$ cat src/rtl/epa_pkg.sv
package epa_pkg;
   typedef logic signed [9:0] prio_t;

   localparam prio_t PRIO_IDLE = 10'sd256;

   typedef enum logic [2:0] {
      OP_EN_SET   = 3'd0,
      OP_EN_CLR   = 3'd1,
      OP_PEND_SET = 3'd2,
      OP_PEND_CLR = 3'd3,
      OP_PRIO_WR  = 3'd4,
      OP_GRP_WR   = 3'd5
   } cfg_op_t;

   function automatic prio_t group_of(input prio_t p, input logic [2:0] g);
      logic [9:0] sub_mask;
      sub_mask = (10'd2 << g) - 10'd1;
      if (p < 0) return p;
      return prio_t'(p & prio_t'(~sub_mask));
   endfunction
endpackage

$ cat src/rtl/epa_vec_store.sv
module epa_vec_store
   import epa_pkg::*;
#(
   parameter int NUM_VEC   = 48,
   parameter int PRIO_BITS = 3,
   localparam int VW       = $clog2(NUM_VEC),
   localparam int NUM_EXT  = NUM_VEC - 16
) (
   input  logic               clk,
   input  logic               rst_n,
   input  logic               cfg_we,
   input  logic [2:0]         cfg_op,
   input  logic [VW-1:0]      cfg_vec,
   input  logic [7:0]         cfg_data,
   input  logic [NUM_EXT-1:0] irq_lvl,
   input  logic               take,
   input  logic [VW-1:0]      take_vec,
   input  logic               ret,
   input  logic [VW-1:0]      ret_vec,
   output logic [NUM_VEC-1:0] pend_q,
   output logic [NUM_VEC-1:0] en_q,
   output logic [NUM_VEC-1:0] act_q,
   output prio_t              eff_prio [NUM_VEC],
   output logic [2:0]         grp_q
);
   localparam logic [7:0] PMASK = 8'hFF << (8 - PRIO_BITS);

   logic [NUM_VEC-1:0] lvl_q;

   always_ff @(posedge clk) begin
      if (!rst_n) grp_q <= '0;
      else if (cfg_we && cfg_op == OP_GRP_WR) grp_q <= cfg_data[2:0];
   end

   for (genvar i = 0; i < NUM_VEC; i++) begin : g_vec
      logic hit;
      assign hit = cfg_we && (cfg_vec == VW'(i));

      if (i >= 16) begin : g_ext
         always_ff @(posedge clk) begin
            if (!rst_n) lvl_q[i] <= 1'b0;
            else        lvl_q[i] <= irq_lvl[i-16];
         end
      end else begin : g_int
         assign lvl_q[i] = 1'b0;
      end

      if (i == 0) begin : g_none
         assign pend_q[i]   = 1'b0;
         assign act_q[i]    = 1'b0;
         assign en_q[i]     = 1'b0;
         assign eff_prio[i] = '0;
      end else begin : g_live
         always_ff @(posedge clk) begin
            if (!rst_n) begin
               pend_q[i] <= 1'b0;
               act_q[i]  <= 1'b0;
            end else begin
               if (hit && cfg_op == OP_PEND_CLR) pend_q[i] <= 1'b0;
               if (hit && cfg_op == OP_PEND_SET) pend_q[i] <= 1'b1;
               if (take && take_vec == VW'(i))   pend_q[i] <= 1'b0;
               if (lvl_q[i])                     pend_q[i] <= 1'b1;
               if (ret && ret_vec == VW'(i))     act_q[i]  <= 1'b0;
               if (take && take_vec == VW'(i))   act_q[i]  <= 1'b1;
            end
         end

         if (i <= 3) begin : g_fixed
            assign en_q[i]     = 1'b1;
            assign eff_prio[i] = prio_t'(i - 4);
         end else begin : g_prog
            logic [7:0] prio_q;
            always_ff @(posedge clk) begin
               if (!rst_n) begin
                  en_q[i] <= 1'b0;
                  prio_q  <= '0;
               end else if (hit) begin
                  if (cfg_op == OP_EN_SET)  en_q[i] <= 1'b1;
                  if (cfg_op == OP_EN_CLR)  en_q[i] <= 1'b0;
                  if (cfg_op == OP_PRIO_WR) prio_q  <= cfg_data & PMASK;
               end
            end
            assign eff_prio[i] = prio_t'({2'b00, prio_q});
         end

         if (i >= 16) begin : g_lvl_chk
            a_level_R9: assert property (@(posedge clk) disable iff (!rst_n)
               lvl_q[i] |=> pend_q[i]);
         end
      end
   end

   a_take_R8: assert property (@(posedge clk) disable iff (!rst_n)
      (take && take_vec != '0 && !(ret && ret_vec == take_vec)) |=> act_q[$past(take_vec)]);
endmodule

$ cat src/rtl/epa_select.sv
module epa_select
   import epa_pkg::*;
#(
   parameter int NUM_VEC = 48,
   localparam int VW     = $clog2(NUM_VEC)
) (
   input  logic               clk,
   input  logic               rst_n,
   input  logic [NUM_VEC-1:0] pend_q,
   input  logic [NUM_VEC-1:0] en_q,
   input  logic [NUM_VEC-1:0] act_q,
   input  prio_t              eff_prio [NUM_VEC],
   input  logic [2:0]         grp_q,
   output logic               pend_valid,
   output logic [VW-1:0]      pend_vec,
   output prio_t              pend_grp,
   output prio_t              act_grp
);
   prio_t best_p;

   always_comb begin
      pend_valid = 1'b0;
      pend_vec   = '0;
      best_p     = PRIO_IDLE;
      act_grp    = PRIO_IDLE;
      for (int i = 0; i < NUM_VEC; i++) begin
         if (pend_q[i] && en_q[i] && (!pend_valid || eff_prio[i] < best_p)) begin
            pend_valid = 1'b1;
            pend_vec   = VW'(i);
            best_p     = eff_prio[i];
         end
         if (act_q[i] && group_of(eff_prio[i], grp_q) < act_grp)
            act_grp = group_of(eff_prio[i], grp_q);
      end
      pend_grp = group_of(best_p, grp_q);
   end

   a_pend_R4: assert property (@(posedge clk) disable iff (!rst_n)
      pend_valid |-> (pend_q[pend_vec] && en_q[pend_vec]));

   a_idle_R6: assert property (@(posedge clk) disable iff (!rst_n)
      (act_q == '0) |-> (act_grp == PRIO_IDLE));
endmodule

$ cat src/rtl/epa_arbiter.sv
module epa_arbiter
   import epa_pkg::*;
#(
   parameter int NUM_VEC   = 48,
   parameter int PRIO_BITS = 3,
   localparam int VW       = $clog2(NUM_VEC),
   localparam int NUM_EXT  = NUM_VEC - 16
) (
   input  logic               clk,
   input  logic               rst_n,
   input  logic               cfg_we,
   input  logic [2:0]         cfg_op,
   input  logic [VW-1:0]      cfg_vec,
   input  logic [7:0]         cfg_data,
   input  logic [NUM_EXT-1:0] irq_lvl,
   input  logic               take,
   input  logic               ret,
   input  logic [VW-1:0]      ret_vec,
   input  logic [VW-1:0]      rd_vec,
   output logic [9:0]         rd_prio,
   output logic               pend_valid,
   output logic [VW-1:0]      pend_vec,
   output logic [9:0]         pend_grp,
   output logic [9:0]         act_grp,
   output logic               preempt
);
   if (NUM_VEC < 17 || NUM_VEC > 512) begin : g_bad_num_vec
      $error("epa_arbiter: NUM_VEC must lie in 17..512");
   end
   if (PRIO_BITS < 1 || PRIO_BITS > 8) begin : g_bad_prio_bits
      $error("epa_arbiter: PRIO_BITS must lie in 1..8");
   end

   logic [NUM_VEC-1:0] pend_q, en_q, act_q;
   prio_t              eff_prio [NUM_VEC];
   logic [2:0]         grp_q;
   prio_t              pend_grp_s, act_grp_s;

   epa_vec_store #(.NUM_VEC(NUM_VEC), .PRIO_BITS(PRIO_BITS)) u_store (
      .clk(clk), .rst_n(rst_n),
      .cfg_we(cfg_we), .cfg_op(cfg_op), .cfg_vec(cfg_vec), .cfg_data(cfg_data),
      .irq_lvl(irq_lvl),
      .take(take && pend_valid), .take_vec(pend_vec),
      .ret(ret), .ret_vec(ret_vec),
      .pend_q(pend_q), .en_q(en_q), .act_q(act_q),
      .eff_prio(eff_prio), .grp_q(grp_q)
   );

   epa_select #(.NUM_VEC(NUM_VEC)) u_select (
      .clk(clk), .rst_n(rst_n),
      .pend_q(pend_q), .en_q(en_q), .act_q(act_q),
      .eff_prio(eff_prio), .grp_q(grp_q),
      .pend_valid(pend_valid), .pend_vec(pend_vec),
      .pend_grp(pend_grp_s), .act_grp(act_grp_s)
   );

   assign pend_grp = pend_grp_s;
   assign act_grp  = act_grp_s;
   assign preempt  = pend_valid && (pend_grp_s < act_grp_s);
   assign rd_prio  = (int'(rd_vec) < NUM_VEC) ? eff_prio[rd_vec] : '0;

   a_fixed_R2: assert property (@(posedge clk) disable iff (!rst_n)
      (pend_valid && pend_vec == VW'(2)) |-> (pend_grp_s == -10'sd2));
endmodule

$ cat config.mk
export PLATFORM = sky130hd
export DESIGN_NAME = epa_arbiter
export DESIGN_NICKNAME = d
export VERILOG_FILES = /design/src/rtl/epa_pkg.sv /design/src/rtl/epa_vec_store.sv /design/src/rtl/epa_select.sv /design/src/rtl/epa_arbiter.sv
export SDC_FILE = /design/constraint.sdc
export NUM_CORES = 2
export LEC_CHECK = 0
export BUFFER_PORTS_ARGS = -buffer_cell sky130_fd_sc_hd__buf_2
export CORE_MARGIN = 2
export CORE_UTILIZATION = 45
export DETAILED_ROUTE_END_ITERATION = 8
export HOLD_SLACK_MARGIN = 0.15
export SETUP_SLACK_MARGIN = 0.3
export SYNTH_ARGS = -nofsm -noshare
export SYNTH_HDL_FRONTEND = slang
export SYNTH_SLANG_ARGS = --single-unit
$ cat constraint.sdc
create_clock -name clk -period 82.8 [get_ports clk]
set_clock_uncertainty 0.15 [all_clocks]
set_input_delay 16.56 -clock clk [delete_from_list [all_inputs] [get_ports clk]]
set_output_delay 16.56 -clock clk [all_outputs]
set_load 0.02 [all_outputs]
==> impl.org <==
** Run status
- The flow ran to the end, and the final reports show no timing, DRC or antenna violations.

** Synth
- The Yosys step of the flow raised 0 warnings.
- In this run, synthesis produced a sequential element count of 305.
- Portion of the post-synthesis area used by sequential elements :: 21.96%
- Synthesized net count :: 4051
- Syn Std Cell Area :: 27810 um2
- Async set or reset register ratio after synthesis :: 0%
- After technology mapping, the gate count stands at 3719.
- Yosys mapped a number of flops with a built-in enable equal to 0.
- For this run, the leading register cell type out of synthesis is sky130_fd_sc_hd__dfxtp_1.
- Number of library cell types mapped by synthesis :: 112
- Averaged over all synthesized cells, the footprint is 7.477 um2.

** Setup path
- Category of the worst setup path capture point :: output port
- The setup check on the worst reg-to-reg path leaves a slack of 20.55 ns.
- Required time of the critical path :: 66.09 ns
- Crit path arrival time :: 61.87 ns
- Of all nets on the critical path, the largest fanout is 12.
- The worst setup path is launched from a flop.
- The slowest stage of the critical path belongs to the cell sky130_fd_sc_hd__or4_1.
- The setup path with the least slack is of type flop to output port.
- Critical Path Most Common Cell :: sky130_fd_sc_hd__a21o_1
- Counting cells, the worst reg-to-reg path comes to 323.
- Max stage delay on crit path :: 0.56 ns
- In this run the critical register-to-register path is captured at u_store.act_q[22]$_SDFFE_PN0P_.
- Worst reg2reg path startpoint :: u_store.pend_q[1]$_SDFFE_PP0P_

** Global route
- The initial antenna violation count was 1.
- Largest net degree at the start of global routing :: 116
- In the global route stage, overall resource usage came out at 32.00%.
- Wire length of the first global-routing pass :: 158.2 mm
- The number of global-route vias before repair is 25930.
- Overall overflow remaining after global route :: 0

** Timing
- Worst-case hold slack :: 0.2842 ns
- Max Transition Viols Final :: 0
- Post-route clock period utilization :: 94.90%
- Actual transition at the worst max-transition pin :: 1.212 ns
- After layout, the minimum clock period comes to 78.58 ns.
- Max_slew headroom :: 19.04%
- Setup violations remaining at the end of the flow were counted as 0.
- Static timing analysis puts the maximum clock frequency at 12.73 MHz.
- Count of final hold-check violations :: 0
- Final worst setup slack :: 4.220 ns

** Place
- At the placement stage, the worst setup path has a slack of 0.1712 ns.
- Placed Instance Area :: 29000 um2
- After detailed placement, the design holds a cell count of 4468.
- DP Wirelength :: 79.88 mm
- Count of buffers inserted at the top-level ports :: 101
- Gp weighted congestion :: 0.9904

** Min path
- The worst hold path terminates at u_store.pend_q[31]$_SDFFE_PN0P_.
- The min-delay analysis places its worst path in the category flop to flop.
- Hold Crit Depth :: 1
- Hold wc startpoint :: u_store.lvl_q[31]$_SDFF_PN0_

** Power and ir drop
- Dividing total power by cell area gives a power density of 10.86 nW/um2.
- For this design the static power due to leakage is 12.30 nW.
- VDD sags by at most 0.00001369 V.

** Layout
- The post-route netlist has 14.35% of its cells at a drive strength greater than 1.
- The final layout contains 4097 nets.
- The count of cells in the finished layout, fillers not included, comes to 4582.
- After routing the design area is 31270 um2.
- Relative to the synthesized area, the layout overhead comes to 12.46%.

** Clock network
- Hold-fix buffer count after cts :: 0
- For the worst-skew pair, the clock arrives at the later sink with an insertion delay of 0.57 ns.
- Counting every sink on the clock net gives 305.
- Root Buffer Master :: sky130_fd_sc_hd__clkbuf_16
- Clock slew seen by the registers of the worst setup and hold paths :: 0.06 ns
- The clock tree synthesis step divided the H-tree into 2 levels.
- CTS tree :: yes
- Clock tree synthesis inserted a total of 36 buffers.
- The longest clock path from root to sink contains 3 buffers.

** Floorplan
- Die height :: 252.6 um
- Pin placement for this block handled 104 I/O pins.
- Row generation in the floorplan step produced 91 rows.
- Chip width :: 252.6 um
- Area of the die :: 63800 um2
- The region available for standard cell placement spans 61370 um2.
- For this configuration, the core starts out at a cell density of 45.31%.

** Detailed routing
- Iteration count of the initial detailed-routing pass :: 6
- For this block, the routed nets add up to 105.8 mm of wire.
- Average via count per standard cell :: 6.378
- Detailed routing inserted a total of 29230 vias.
- Routed length per instance :: 23.09 um
- DRC violation count after routing :: 0
- For this block, the initial DRC count from the detailed router was 3481.
- The count of nets left with antenna violations once routing finished came out at 0.

** Run
- Maximum capacitance violations :: 0
[cell families (layout without fill, tap and decap cells)]
group / after synthesis / count (layout) / share of synthesized area [%]
buffers and inverters: 327 / 398 / 4.729
other: 0 / 2 / 0
AO/OA/AOI/OAI: 1287 / 1287 / 31.04
adder cells (fa/ha/maj): 266 / 266 / 11.97
flip-flops: 305 / 305 / 21.96
AND/OR/NAND/NOR: 1431 / 1431 / 24.80
multiplexers: 103 / 103 / 5.508
[cell usage after synthesis (all sizes together), types with 47 or more instances]
master | n | area (um2)
inv | 118 | 442.9
o22ai | 47 | 294.0
clkbuf | 153 | 574.3
buf | 56 | 297.8
ha | 266 | 3328
nand3 | 181 | 915.9
a21o | 117 | 878.3
dfxtp | 305 | 6106
o21ai | 209 | 1050
o21a | 74 | 559.3
a211oi | 47 | 380.4
nand2 | 481 | 1805
nor2 | 337 | 1272
o211ai | 50 | 380.4
a21oi | 391 | 1964
a31oi | 62 | 409.1
nor3 | 67 | 375.4
and2 | 135 | 844.6
[per-stage QoR]
step | power, mW | util, % | TNS, ns
floorplan | 0.1675 | - | 0
global placement | 0.1751 | 47.25 | 0
detailed placement | 0.1752 | 47.25 | 0
CTS | 0.3410 | 49.25 | 0
global route | 0.3490 | 50.95 | -0.06060
finish | 0.3397 | 50.96 | 0
[worst max-delay path: cells and delay by family (launching register included)]
kind,cells,cell delay (ns)
AO/OA/AOI/OAI,193,34.57
adder cells (fa/ha/maj),44,12.07
AND/OR/NAND/NOR,63,9.48
buffers and inverters,21,3.02
multiplexers,5,1.59
flip-flops,1,0.38
[routing by layer]
layer / GRT usage (%) / vias to the layer above / wire length [um]
li1: - / 13930 / -
met1: 47.95 / 13740 / 48750
met2: 45.75 / 1367 / 43250
met3: 5.891 / 185 / 10670
met4: 9.941 / 0 / 3129
met5: 0 / - / 0
[registers in the layout, summed over array words and instances, names as in the netlist]
signal	cells
u_store.grp_q	3
u_store.lvl_q	32
u_store.g_vec.g_live.g_prog.prio_q	132
u_store.pend_q	47
u_store.en_q	44
u_store.act_q	47
[worst max-delay path by stage]
stage                                        start  endpoint  cells after the start  slack (ns)
floorplan           u_store.pend_q[1]$_SDFFE_PP0P_   preempt                    336        6.01
global placement    u_store.pend_q[1]$_SDFFE_PP0P_   preempt                    325        0.34
detailed placement  u_store.pend_q[1]$_SDFFE_PP0P_   preempt                    324        0.17
CTS                 u_store.pend_q[1]$_SDFFE_PP0P_   preempt                    325        0.34
global route        u_store.pend_q[1]$_SDFFE_PP0P_   preempt                    328       -0.06
finish              u_store.pend_q[1]$_SDFFE_PP0P_   preempt                    326        4.22
[power breakdown]
group | internal (mW) | switching [mW]
Combinational | 0.00649 | 0.0158
Clock | 0.0985 | 0.0684
Sequential | 0.149 | 0.00167
[cell type report]
type	count	area [um2]
inverters	118	447.9
multi-input cells	3087	21110
flip-flops and latches	305	6110
diodes	2	5.005
repair buffers	217	1401
clock buffers	49	1010
well taps	790	988.4
clock inverters	14	200.2
fillers	6099	30100
[layout by cell type, fill, tap and decap left out, types with 30 or more instances in the layout]
cell type / n
sky130_fd_sc_hd__mux4_2: 37
sky130_fd_sc_hd__buf_4: 114
sky130_fd_sc_hd__dfxtp_1: 304
sky130_fd_sc_hd__o22ai_1: 44
sky130_fd_sc_hd__ha_1: 266
sky130_fd_sc_hd__a21oi_1: 377
sky130_fd_sc_hd__nand3_1: 171
sky130_fd_sc_hd__a21o_1: 116
sky130_fd_sc_hd__o21ai_0: 184
sky130_fd_sc_hd__a31oi_1: 55
sky130_fd_sc_hd__and2_1: 135
sky130_fd_sc_hd__o211ai_1: 49
sky130_fd_sc_hd__a311oi_1: 34
sky130_fd_sc_hd__nor2_1: 329
sky130_fd_sc_hd__nor2b_1: 38
sky130_fd_sc_hd__nand2_1: 479
sky130_fd_sc_hd__inv_1: 114
sky130_fd_sc_hd__nor3_1: 58
sky130_fd_sc_hd__mux2_2: 30
sky130_fd_sc_hd__mux2i_1: 34
sky130_fd_sc_hd__o21a_1: 70
sky130_fd_sc_hd__buf_2: 100
sky130_fd_sc_hd__clkbuf_16: 36
[timing repair]
item	4_1_cts	5_1_grt
buffers inserted	0	49
pin swaps	0	23
endpoints found under the setup margin	9	13
resized for setup	8	143
(Power assumes the default switching activity.)
